--- src/rtl/cwdp_pkg.sv ---
package cwdp_pkg;
  localparam int AW   = 3;
  localparam int NREG = 1 << AW;
  localparam int CW_W = 16;

  typedef struct packed {
    logic [AW-1:0] dst;
    logic [AW-1:0] srca;
    logic [AW-1:0] srcb;
    logic          bsel_const;
    logic [3:0]    fsel;
    logic          wsel_ext;
    logic          wr_en;
  } cword_t;

  localparam logic [1:0] GRP_SHIFT = 2'b11;
  localparam logic [3:0] FS_ADD    = 4'b0010;
  localparam logic [3:0] FS_SHL    = 4'b1110;
endpackage

--- src/rtl/cwdp_regbank.sv ---
module cwdp_regbank #(
  parameter int DW = 8,
  parameter int AW = 3
) (
  input  logic          clk,
  input  logic          rst,
  input  logic          we,
  input  logic [AW-1:0] waddr,
  input  logic [DW-1:0] wdata,
  input  logic [AW-1:0] raddr_a,
  input  logic [AW-1:0] raddr_b,
  output logic [DW-1:0] rdata_a,
  output logic [DW-1:0] rdata_b
);
  localparam int NREG = 1 << AW;

  logic [NREG-1:0][DW-1:0] mem;

  for (genvar g = 0; g < NREG; g++) begin : g_reg
    always_ff @(posedge clk) begin
      if (rst)                                  mem[g] <= '0;
      else if (we && (waddr == AW'(g)))         mem[g] <= wdata;
    end
  end

  // Combinational reads: a same-cycle write is seen only after the edge.
  assign rdata_a = mem[raddr_a];
  assign rdata_b = mem[raddr_b];

  // the written value lands in the addressed register
  a_r3_write_lands: assert property (@(posedge clk) disable iff (rst)
    we |=> (mem[$past(waddr)] == $past(wdata)));

  // without a write enable the whole file holds
  a_r4_no_write_hold: assert property (@(posedge clk) disable iff (rst)
    !we |=> $stable(mem));
endmodule

--- src/rtl/cwdp_alu.sv ---
module cwdp_alu #(
  parameter int DW = 8
) (
  input  logic [DW-1:0] a,
  input  logic [DW-1:0] b,
  input  logic [3:0]    fs,
  output logic [DW-1:0] res,
  output logic          cout,
  output logic          ovf
);
  logic [DW-1:0] y;
  logic          cin;
  logic [DW:0]   sum;
  logic [DW-1:0] lres;

  always_comb begin
    unique case (fs[2:0])
      3'b000:  begin y = '0; cin = 1'b0; end
      3'b001:  begin y = '0; cin = 1'b1; end
      3'b010:  begin y = b;  cin = 1'b0; end
      3'b011:  begin y = ~b; cin = 1'b0; end
      3'b100:  begin y = ~b; cin = 1'b1; end
      3'b101:  begin y = b;  cin = 1'b1; end
      3'b110:  begin y = '1; cin = 1'b0; end
      default: begin y = '1; cin = 1'b1; end
    endcase
  end

  assign sum = {1'b0, a} + {1'b0, y} + {{DW{1'b0}}, cin};

  always_comb begin
    unique case (fs[1:0])
      2'b00:   lres = a & b;
      2'b01:   lres = a | b;
      2'b10:   lres = a ^ b;
      default: lres = ~a;
    endcase
  end

  assign res  = fs[3] ? lres : sum[DW-1:0];
  assign cout = !fs[3] && sum[DW];
  assign ovf  = !fs[3] && (a[DW-1] == y[DW-1]) && (sum[DW-1] != a[DW-1]);
endmodule

--- src/rtl/cwdp_shifter.sv ---
module cwdp_shifter #(
  parameter int DW = 8
) (
  input  logic [DW-1:0] b,
  input  logic [1:0]    mode,
  output logic [DW-1:0] res
);
  always_comb begin
    unique case (mode)
      2'b01:   res = {1'b0, b[DW-1:1]};
      2'b10:   res = {b[DW-2:0], 1'b0};
      default: res = b;
    endcase
  end
endmodule

--- src/rtl/cw_datapath.sv ---
module cw_datapath
  import cwdp_pkg::*;
#(
  parameter int DW = 8
) (
  input  logic            clk,
  input  logic            rst,
  input  logic [CW_W-1:0] ctrl_word,
  input  logic [DW-1:0]   const_in,
  input  logic [DW-1:0]   data_in,
  output logic [DW-1:0]   addr_out,
  output logic [DW-1:0]   data_out,
  output logic            flag_v,
  output logic            flag_c,
  output logic            flag_n,
  output logic            flag_z
);
  cword_t        cw;
  logic [DW-1:0] bus_a, reg_b, bus_b;
  logic [DW-1:0] alu_res, sh_res, fu_res, wb_data;
  logic          alu_c, alu_v, pick_shift;

  assign cw = cword_t'(ctrl_word);

  cwdp_regbank #(.DW(DW), .AW(AW)) u_rf (
    .clk(clk), .rst(rst), .we(cw.wr_en), .waddr(cw.dst), .wdata(wb_data),
    .raddr_a(cw.srca), .raddr_b(cw.srcb), .rdata_a(bus_a), .rdata_b(reg_b)
  );

  assign bus_b = cw.bsel_const ? const_in : reg_b;

  cwdp_alu #(.DW(DW)) u_alu (
    .a(bus_a), .b(bus_b), .fs(cw.fsel),
    .res(alu_res), .cout(alu_c), .ovf(alu_v)
  );

  cwdp_shifter #(.DW(DW)) u_sh (
    .b(bus_b), .mode(cw.fsel[1:0]), .res(sh_res)
  );

  assign pick_shift = (cw.fsel[3:2] == GRP_SHIFT);
  assign fu_res     = pick_shift ? sh_res : alu_res;
  assign wb_data    = cw.wsel_ext ? data_in : fu_res;

  assign addr_out = bus_a;
  assign data_out = bus_b;
  assign flag_c   = !pick_shift && alu_c;
  assign flag_v   = !pick_shift && alu_v;
  assign flag_n   = fu_res[DW-1];
  assign flag_z   = (fu_res == '0);

  // plain add agrees with the Bus A and Bus B values and carry
  a_r6_add_matches_buses: assert property (@(posedge clk) disable iff (rst)
    (cw.fsel == FS_ADD) |-> ({flag_c, fu_res} == ({1'b0, addr_out} + {1'b0, data_out})));

  // logic codes never raise carry or overflow
  a_r7_logic_no_cv: assert property (@(posedge clk) disable iff (rst)
    (cw.fsel[3:2] == 2'b10) |-> (!flag_c && !flag_v));

  // left shift result is Bus B moved up one with zero fill
  a_r8_shl_from_busb: assert property (@(posedge clk) disable iff (rst)
    (cw.fsel == FS_SHL) |-> (fu_res == {data_out[DW-2:0], 1'b0} && !flag_c && !flag_v));
endmodule

--- config.mk ---
export PLATFORM = sky130hd
export DESIGN_NAME = cw_datapath
export DESIGN_NICKNAME = d
export VERILOG_FILES = /design/src/rtl/cwdp_pkg.sv /design/src/rtl/cwdp_regbank.sv /design/src/rtl/cwdp_alu.sv /design/src/rtl/cwdp_shifter.sv /design/src/rtl/cw_datapath.sv
export SDC_FILE = /design/constraint.sdc
export NUM_CORES = 1
export LEC_CHECK = 0
export ABC_AREA = 1
export BUFFER_PORTS_ARGS = -buffer_cell sky130_fd_sc_hd__buf_2
export CAP_MARGIN = 5
export CORE_MARGIN = 2
export CORE_UTILIZATION = 65
export CTS_CLUSTER_SIZE = 16
export DETAILED_ROUTE_END_ITERATION = 7
export PLACE_DENSITY = 0.93
export SLEW_MARGIN = 20
export SYNTH_ARGS = -nofsm -noshare
export SYNTH_HDL_FRONTEND = slang
export SYNTH_SLANG_ARGS = --single-unit
export TNS_END_PERCENT = 50
--- constraint.sdc ---
create_clock -name clk -period 4.85 [get_ports clk]
set_input_delay 0 -clock clk [delete_from_list [all_inputs] [get_ports clk]]
set_output_delay 0 -clock clk [all_outputs]
set_load 0.02 [all_outputs]
* Word-level counts from Yosys, hierarchy flattened
Cells that the tools add are included.
** Storage, ports and cells
- Bits of input ports :: 34
- Register bits after elaboration :: 64
- Logic and storage cells :: 70
- Output and inout port bits :: 20
** Operators by class
- $add $sub $neg :: 2
- Reduce and logical (&&, ||, !) cells :: 23
- Multiplexer cells :: 12
- Magnitude comparators :: 2
- Eq/ne operators :: 18
- Bitwise operators :: 5
** Operators by type and width (count)
- 8-bit binary-select mux with 3-bit select :: 2
- 8-bit two-way mux :: 6
- 8-bit case mux with 3 select lines :: 2
- 3-bit equality test, second input constant :: 7
- 8-bit inverter :: 2
- 8-bit case mux with 2 select lines :: 1
- 1-bit logical AND :: 13
- 3-bit by 2-bit equality test with 1-bit output, second input constant :: 4
- 8-bit by 8-bit adder with 9-bit output :: 1
- 9-bit by 1-bit adder with 9-bit output :: 1
- 8-bit AND :: 1
- 8-bit logical NOT :: 1
- 3-bit by 4-bit < comparator with 1-bit output, second input constant :: 2
- 8-bit OR :: 1
- 8-bit XOR :: 1
- 3-bit by 1-bit equality test with 1-bit output, second input constant :: 2
- 3-bit logical NOT :: 2
- 2-bit OR reduction :: 3
- 2-bit equality test, second input constant :: 2
- 4-bit OR reduction :: 1
- 2-bit by 1-bit equality test with 1-bit output, second input constant :: 1
- 1-bit logical NOT :: 2
- 2-bit logical NOT :: 1
- 1-bit equality test :: 1
- other kinds (2) :: 2

* Depth between registers and ports, before layout
Gate-level depths: netlist of run 1.
- Depth in word-level cells :: 10
- Depth in mapped cells :: 24
- Mapped depth without buffers :: 22

* Cells and area by module
Synthesis of run 1 repeated with hierarchy kept, for this count alone.
** Unflattened totals
- Cell total of the unflattened synthesis :: 959
- Area total of the unflattened synthesis :: 5541.6 um^2
** By module, submodules not included
- cwdp_regbank :: times used 1, cells an instance 654, area an instance 3809.9 um^2
- cwdp_alu :: times used 1, cells an instance 211, area an instance 1147.4 um^2
- cw_datapath :: times used 1, cells an instance 57, area an instance 387.9 um^2
- cwdp_shifter :: times used 1, cells an instance 37, area an instance 196.4 um^2

* Least setup slack after synthesis of run 1
No wires, ideal clock.
- Path type :: input port to output port
- Start point :: in ctrl_word[2]
- End point :: out flag_z
- Data arrival time :: 3022 ps
- Setup slack :: 1828 ps
- Stages :: 18
- Buffers on the path :: 1
- Cell sequence :: inv_1 > ha_1 > clkbuf_1 > o21ai_1 > nand3_1 > o211ai_1 > fa_1 > fa_1 > nand3_1 > nand2_1 > xor2_1 > o21ai_0 > nor2_2 > inv_1 > nor2_1 > nor2_1 > nand2_1 > nor2_1
** Between the ends
- Cells in the longest elaborated chain, start to end :: 8
- Elaborated cells between the ends (all ways) :: 23
- Classes of those cells :: 2 x add/sub; 8 x eq/ne; 6 x mux; 7 x reduce/logical
** RTL lines
- start, declared :: line cw_datapath.sv:8 : input logic [CW_W-1:0] ctrl_word,
- 3-bit equality test (tied with other cells) :: line cwdp_alu.sv:17 : unique case (fs[2:0])
- 2-bit OR reduction (no source line)
- 8-bit case mux with 3 select lines :: line cwdp_alu.sv:17
- 8-bit by 8-bit adder with 9-bit output :: line cwdp_alu.sv:29 : assign sum = {1'b0, a} + {1'b0, y} + {{DW{1'b0}}, cin};
- 9-bit by 1-bit adder with 9-bit output :: line cwdp_alu.sv:29
- 8-bit two-way mux :: line cwdp_alu.sv:40 : assign res = fs[3] ? lres : sum[DW-1:0];
- 8-bit two-way mux * :: line cw_datapath.sv:42 : assign fu_res = pick_shift ? sh_res : alu_res;
- 8-bit logical NOT * :: line cw_datapath.sv:50 : assign flag_z = (fu_res == '0);
- end, declared :: line cw_datapath.sv:16 : output logic flag_z
Mark *: on every way between the ends. The rest lies on a longest branch, timed or not.

* Worst setup path after layout of run 1
- Start point :: in ctrl_word[7]
- End point :: out flag_z
** Between the ends
- Cells in the longest elaborated chain, start to end :: 10
- Elaborated cells between the ends (all ways) :: 15
- Classes of those cells :: 2 x add/sub; 8 x mux; 4 x bitwise; 1 x reduce/logical
** RTL lines
- 8-bit binary-select mux with 3-bit select * :: line cwdp_regbank.sv:28 : assign rdata_b = mem[raddr_b];
- 8-bit two-way mux (not written as such) * :: line cwdp_regbank.sv:28
- 8-bit two-way mux * :: line cw_datapath.sv:30 : assign bus_b = cw.bsel_const ? const_in : reg_b;
- 8-bit inverter :: line cwdp_alu.sv:21, cwdp_alu.sv:22
- 8-bit case mux with 3 select lines :: line cwdp_alu.sv:17
- 8-bit by 8-bit adder with 9-bit output :: line cwdp_alu.sv:29
- 9-bit by 1-bit adder with 9-bit output :: line cwdp_alu.sv:29
- 8-bit two-way mux :: line cwdp_alu.sv:40
- 8-bit two-way mux * :: line cw_datapath.sv:42
- 8-bit logical NOT * :: line cw_datapath.sv:50
Mark *: on every way between the ends. The rest lies on a longest branch, timed or not. The select of a mux whose other input is x is not followed.

==> results of run 1 <==
## kinds of logic (layout without fill, tap and decap cells)
family | count (synthesis) | in the layout | synth area share
adders and majority gates | 31 | 31 | 0.07006
and+or+nand+nor | 445 | 445 | 0.3488
AOI/OAI and AO/OA | 185 | 185 | 0.1858
xor gates and xnor gates | 4 | 4 | 0.006093
DFF | 64 | 64 | 0.2228
buffers and inverters | 226 | 257 | 0.1664
## where the power goes
group          switching [W]  internal, W  total, W
registers         0.00000808     0.000545  0.000553
logic               0.000385     0.000182  0.000566
clock network       0.000200     0.000194  0.000394
## worst max-delay path by stage
stage	start	end	slack (ns)	depth (start not counted)
after CTS	ctrl_word[7]	flag_z	1.18	23
after floorplan	ctrl_word[2]	flag_z	1.83	18
after global placement	ctrl_word[7]	flag_z	1.31	23
after global routing	ctrl_word[7]	flag_z	0.82	23
final	ctrl_word[7]	flag_z	1.11	23
after detailed placement	ctrl_word[7]	flag_z	1.21	23
## Yosys cell counts (16+ instances only)
cell / n
a21oi_2: 16
o211ai_1: 20
o21ai_0: 41
a21oi_1: 90
nand3_1: 123
clkbuf_1: 19
dfxtp_1: 64
inv_1: 166
nand2_1: 246
nor2_1: 38
nand2_2: 16
ha_1: 29
## critical path, stage by stage
cell	delay (ns)
buf_2	0.54
inv_4	0.29
nand2_1	0.16
nand3_1	0.08
nand3_1	0.09
nand3_1	0.09
nand2_2	0.14
inv_1	0.09
nand2_1	0.06
o211ai_1	0.12
fa_1	0.52
fa_1	0.45
nand3_1	0.09
nand2_1	0.07
xor2_1	0.14
o21ai_0	0.18
nor2_2	0.09
inv_1	0.06
nor2_1	0.04
nor2_1	0.10
nand2_1	0.06
nor2_1	0.11
buf_2	0.18
## cells in the final DEF, fill, tap and decap left out, drive strengths merged, types with 2 or more instances in the layout
cell      n
buf      58
nand3   131
nand2   264
inv     181
nand4     4
nor2     39
o21ai    52
fa        2
o211ai   20
clkinv    5
or2       4
xor2      3
a21oi   106
ha       29
clkbuf   13
dfxtp    64
## stage by stage
step	util	worst slack, ns	cell area [um2]	std cells
after floorplan	-	1.828	5751	955
after global placement	0.6868	1.305	5931	1080
after detailed placement	0.6868	1.205	5931	1080
after CTS	0.7046	1.176	6085	1094
after global routing	0.7046	0.8202	6085	1094
final	0.7046	1.107	6085	1094
## area by class of cell
| type | instances | area [um2] |
|---|---|---|
| tap | 108 | 135.1 |
| fill | 771 | 2551 |
| multi-input combinational | 665 | 3512 |
| inverter | 185 | 699.4 |
| timing repair buffer | 58 | 302.8 |
| clock buffer | 13 | 148.9 |
| clock inverter | 1 | 5.005 |
| sequential | 64 | 1281 |
## routing by layer
layer | wire [um] | up-vias | part of all wire | GRT usage
met3 | 2156 | 61 | 0.13 | 0.06729
met2 | 7502 | 428 | 0.44 | 0.5590
met5 | 0 | - | 0 | 0
met4 | 520 | 0 | 0.031 | 0.1325
li1 | - | 3082 | - | -
met1 | 6723 | 2840 | 0.40 | 0.4714
==> results.md, run 1 <==
- Max rail drop VDD: 0.2254 mV
- Ys flop type: dfxtp_1
- IO buf count: 53
- Total gr overflow: 0
- Row cnt: 34
- Critical Path End Type: primary output
- Worst setup SP type: input pin
- Mapped cell area: 0.005751 mm2
- Max clock buf depth: 2
- Max FFs per register: 64
- Synth Net Count: 1020
- Hold_ws: 0.1007 ns
- Min cycle time layout: 3.743 ns
- Unrepaired setup endpoints after global routing: false
- Overall routed net length: 16900 um
- # clock sinks: 64
- Core area: 0.008636 mm2
- Hold path depth: 4
- Antenna violation net count after detailed routing: 0
- CP required: 4.85 ns
- Via Count: 6411
- EDFF count, synth: 0
- Fmax: 0.2672 GHz
- Diodes inserted: 0
- Max Slew Vio Count: 0
- Worst-Margin Slew: 1.112 ns
- Root Driver: clkbuf_8
- Starting DRT DRC Count: 781
- H-tree depth: 3
- Hold/Removal Path Class: in -> reg
- Reg2reg start: u_rf.mem[24]
- Final Setup Violations: 0
- First-pass GRT wire length: 27960 um
- Total power: 0.001513 W
- Reg2Reg Capture Point: u_rf.mem[4]
- Post-DP HPWL: 11820 um
- Initial core utilization: 0.6659
- Die area: 0.009616 mm2
- Share of cells above drive strength 1: 0.1379
- Largest cells by area after synthesis: dfxtp_1 (22%), nand2_1 (16%), inv_1 (11%)
- Post_cts resized: 0
- Crit path DAT: 3.74 ns
- Max_cap viols: 0
- Synth cell types: 40
- Setup slack, reg-to-reg: 1.70 ns
- Post-CTS setup buffers: 0
- Vias in the first global route: 5971
- Area Overhead vs Synth: 5.809%
- Mean post-synth cell area: 6.021 um2
- Die width: 98.06 um
- Period utilization: 0.7718
- Endpoints failing hold: 0
- Clock Skews: 0.009047 ns
- I/O pin cnt: 54
- Pin count of the biggest net entering global routing: 56
- Clk Latency, worst-skew pair: 0.35 ns
- Yosys reg bits: 64
- Final nets: 1048
- Worst Reg-to-Reg Cells: 20
- GRT Resource Usage Total: 0.3506
- CTS Buf Count: 9
- Post-synthesis sequential area ratio: 0.2228
- Final Wtd Congestion: 0.9440
- Largest regs: u_rf.mem: 64 flops
- Ys Warns: 0
- Status: finished clean
- CTS tree: yes
- Post-synth ARST share: 0
- Clock-pin slew on the worst setup and hold paths: 0.07 ns
- Static Leak: 3.147 nW
- Biggest register: u_rf.mem
- DR DRC count: 0
- Hold Path End: u_rf.mem[0]
- Number of detailed-route iterations in the first pass: 6
- Slew HR: 0.2560
- Crit path max fanout: 35
- Mapped Cells: 955
- WL/cell: 15.45 um
- Synth area leader: dfxtp_1
- Die Height: 98.06 um
- Crit path kind: in -> out
- Setup TNS: 0 ns
- Vias/cell: 5.860
- Cts-stage hold buffer count: 0
- Pwr/cell area: 248.7 mW/mm2
- Initial antenna violation count: 0
- Min-delay src: data_in[0]
- Area share of the largest cell type after synthesis: 0.2228
Power figures use the tool's default switching activity.
==> inputs of run 2 (changes only) <==
Settings changed: ABC_AREA 1 to 0, CORE_UTILIZATION 65 to 60, PLACE_DENSITY 0.93 to 0.88.
Clock period 4.85 ns to 3.51 ns, I/O delays scaled along.
==> run 2 against run 1 <==
Net effect:
- hold slack worse by 0.049 ns
- clock-buffer cell count is 4 lower
- routed wire length is 9.2% higher
- clock power is 65% higher
- the run now ends with setup timing left
- sequential share of layout area is 0.69 points lower
- first-iteration DRC count is 30% lower
- clock skew is 0.0051 ns higher
- synthesized cell count is 42% lower
- flip-flop and latch count stayed put
- non-clock buffer count is 90 higher
- register-to-register slack worse by 2.3 ns
- power is 43% higher
- critical path type is now reg -> out
==> results.md, run 2 <==
- Status: complete, but fails checks
- Failing checks: setup timing
- Largest cells by area after synthesis: dfxtp_1 (27%), mux4_2 (15%), ha_1 (7.6%)
- Largest regs: u_rf.mem: 64 flops
- Mapped cell area: 0.004793 mm2 (-17%)
- Main combinational cell family by area after synthesis: compound AO/OA/AOI/OAI gates
- CP bufs+invs: 4 (-1)
- Starting DRT DRC Count: 545 (-30%)
- Initial antenna violation count: 0 (unchanged)
- Synth Area in Simple Gates: 0.1289 (-0.2198)
- Post-synth ARST share: 0 (unchanged)
- Critical-path cell list: mux4_2, mux2_4, mux2i_4, inv_2, a221o_1, fa_2, buf_4, buf_6, a21oi_4, o21ai_1, xor2_1, o22ai_2, nor2_1, or4_1, nor4_4, buf_4
- Core area: 0.007727 mm2 (-11%)
- GRT Resource Usage Total: 0.4129 (+0.06228)
- Max clock buf depth: 2 (unchanged)
- Initial core utilization: 0.6203 (-0.04559)
- # clock sinks: 64 (unchanged)
- Area share of the largest cell type after synthesis: 0.2673 (+0.04449)
- Overall routed net length: 18460 um (+9.2%)
- Post-synthesis sequential area ratio: 0.2673 (+0.04449)
- H-tree depth: 3 (unchanged)
- CP dominant cell by count: buf_4
- Crit path DAT: 4.32 ns (+0.58 ns)
- Commonest non-fill, non-tap cell in the layout: buf_4
- Synth Net Count: 616 (-40%)
- CTS tree: yes
- Die width: 93.38 um (-4.8%)
- Crit-path leading delay family: multiplexers
- Fmax: 0.2316 GHz
- Clk Latency, worst-skew pair: 0.37 ns (+0.02 ns)
- Pwr/cell area: 344.3 mW/mm2 (+38%)
- Die area: 0.008720 mm2 (-9.3%)
- Max FFs per register: 64 (unchanged)
- Endpoints failing hold: 0 (unchanged)
- Compound-cell area share of the yosys netlist: 0.2519 (+0.06608)
- Final Wtd Congestion: 0.9837 (+4.2%)
- Portion of netlist area occupied by mux cells: 0.2052 (+0.2052)
- Hold/Removal Path Class: in -> reg
- Vias in the first global route: 5278 (-12%)
- Max_cap viols: 0 (unchanged)
- Vias/cell: 7.126 (+22%)
- I/O pin cnt: 54 (unchanged)
- Ys Warns: 0 (unchanged)
- Most frequent cells in the layout: buf_4 (89), dfxtp_1 (62), o21ai_0 (54), buf_2 (50), nor2_1 (39)
- Synth Area in XOR/XNOR: 0.009136 (+0.003044)
- Synth area leader: dfxtp_1
- Static Leak: 2.678 nW (-15%)
- Worst-Margin Slew: 1.105 ns (-0.007103 ns)
- Root Driver: clkbuf_8
- CTS Buf Count: 9 (unchanged)
- Clock-pin slew on the worst setup and hold paths: 0.08 ns (about the same)
- Hold_ws: 0.05180 ns (-0.04892 ns)
- Number of detailed-route iterations in the first pass: 7 (+1)
- Die Height: 93.38 um (-4.8%)
- Row cnt: 32 (-5.9%)
- Synth cell types: 55 (+38%)
- Total gr overflow: 0 (unchanged)
- EDFF count, synth: 0 (unchanged)
- CP required: 3.51 ns (-1.34 ns)
- Pin count of the biggest net entering global routing: 40 (-29%)
- Post-DP HPWL: 12350 um (+4.4%)
- First-pass GRT wire length: 27560 um (-1.4%)
- Register area: 0.001284 mm2 (+0.20%)
- Slowest Stage Delay on Critical Path: 0.57 ns (+0.03 ns)
- Area Overhead vs Synth: 31.51%
- Dpl ws: -0.3316 ns (-1.537 ns)
- DR DRC count: 0 (unchanged)
- Crit path kind: reg -> out
- Post-synth top cells: o21ai_0 (67), dfxtp_1 (64), a21oi_1 (50), nor2_1 (39), nand2_1 (34)
- Final nets: 742 (-29%)
- IO buf count: 53 (unchanged)
- Unrepaired setup endpoints after global routing: true
- Final worst slack: -0.8070 ns (-1.914 ns)
- Mean post-synth cell area: 8.699 um2 (+44%)
- Adder-cell share of the synthesized area: 0.08405 (+0.01399)
- Period utilization: 1.230
- Clock Skews: 0.01416 ns (+0.005110 ns)
- Yosys reg bits: 64 (unchanged)
- Max rail drop VDD: 0.3789 mV (+68%)
- Via Count: 5587 (-13%)
- Mapped Cells: 551 (-42%)
- Ys flop type: dfxtp_1
- Biggest register: u_rf.mem
- Final Setup Violations: 60 (+60)
- Crit path max fanout: 2 (-94%)
- WL/cell: 23.55 um (+52%)
- Worst setup SP type: flip-flop
- Slew HR: 0.2627 (+0.006663)
- Min cycle time layout: 4.317 ns
- Worst path slowest cell: or4_1
- FILL cells: 451 (-42%)
- Antenna violation net count after detailed routing: 0 (unchanged)
- Diodes inserted: 0 (unchanged)
- Share of cells above drive strength 1: 0.3798 (+0.2418)
- Area occupied by multi-input gates: 0.003543 mm2 (+0.89%)
- Max Slew Vio Count: 0 (unchanged)
- Critical Path End Type: primary output
- Top-count cell post-synth: o21ai_0
## run 2: cell types whose count changed in the layout (fill, tap and decap cells not counted), moves of 31 or more
| cell | change |
|---|---|
| inv_1 | -141 |
| buf_4 | +84 |
| nand3_1 | -90 |
| nand2_1 | -214 |
| mux4_2 | +31 |
| a21oi_1 | -52 |
## run 2: final cells by class
cell class                 instances  area share
multi-input combinational        425      0.5621
clock inverter                     7     0.01131
sequential                        64      0.2037
inverter                          29     0.01727
clock buffer                       9     0.01965
tap                              102     0.02025
timing repair buffer             148      0.1657
## run 2: worst paths after layout
kind / startpoint / endpoint / slack, ns / cells after the start
min: data_in[2] / u_rf.mem[50] / 0.05 / 3
min reg2reg: u_rf.mem[23] / u_rf.mem[23] / 0.51 / 2
max: u_rf.mem[48] / flag_z / -0.81 / 16
max reg2reg: u_rf.mem[48] / u_rf.mem[55] / -0.57 / 17
## run 2: worst register-to-register path, stage by stage (launching register included)
cell	delay, ns
dfxtp_2	0.33
mux4_2	0.47
mux2_4	0.32
mux2i_4	0.17
inv_2	0.05
a221o_1	0.34
fa_2	0.39
buf_4	0.15
buf_6	0.11
a21oi_4	0.13
buf_6	0.12
o2111ai_2	0.12
o211ai_1	0.15
xnor2_1	0.12
a211o_2	0.40
buf_6	0.15
o211ai_4	0.33
o21ai_1	0.12
## run 2: where the power goes
part / total (W) / internal, W / switching (W)
registers: 0.000770 / 0.000749 / 0.0000205
logic: 0.000749 / 0.000328 / 0.000421
clock network: 0.000652 / 0.000327 / 0.000325
## run 2: logic make-up (layout without fill, tap and decap cells)
group                    count (synthesis)  in the layout
flip-flops                              64             64
buffers and inverters                   62            193
adder cells (fa/ha/maj)                 31             31
AND/OR/NAND/NOR                        135            135
XOR/XNOR                                 5              5
AO/OA/AOI/OAI                          196            196
multiplexers                            58             58
## run 2: metrics by stage
step	area [um2]	utilization	instances	total power (W)	setup TNS, ns
3_3_place_gp	5747	0.7437	756	0.001379	-3.523
6_report	6304	0.8157	784	0.002170	-18.30
2_1_floorplan	4855	-	551	0.001158	-0.9169
5_1_grt	6304	0.8157	784	0.002224	-23.78
4_1_cts	6146	0.7953	780	0.002084	-11.80
3_5_place_dp	5747	0.7437	756	0.001403	-7.105
## run 2: repair_timing
action	4_1_cts	5_1_grt
endpoints found under the setup margin	60	60
endpoints found under the hold margin	5	0
gates resized for setup	36	32
buffers inserted	7	6
hold buffers	1	0
cloned	0	0
pin swaps	18	12
## run 2: routing by layer
| layer | vias up | share of wire | GRT usage | wire length (um) |
|---|---|---|---|---|
| met1 | 2544 | 0.34 | 0.5091 | 6258 |
| met2 | 539 | 0.46 | 0.6882 | 8417 |
| met4 | 0 | 0.082 | 0.2500 | 1516 |
| met3 | 165 | 0.12 | 0.05318 | 2271 |
| met5 | - | 0 | 0 | 0 |
| li1 | 2339 | - | - | - |
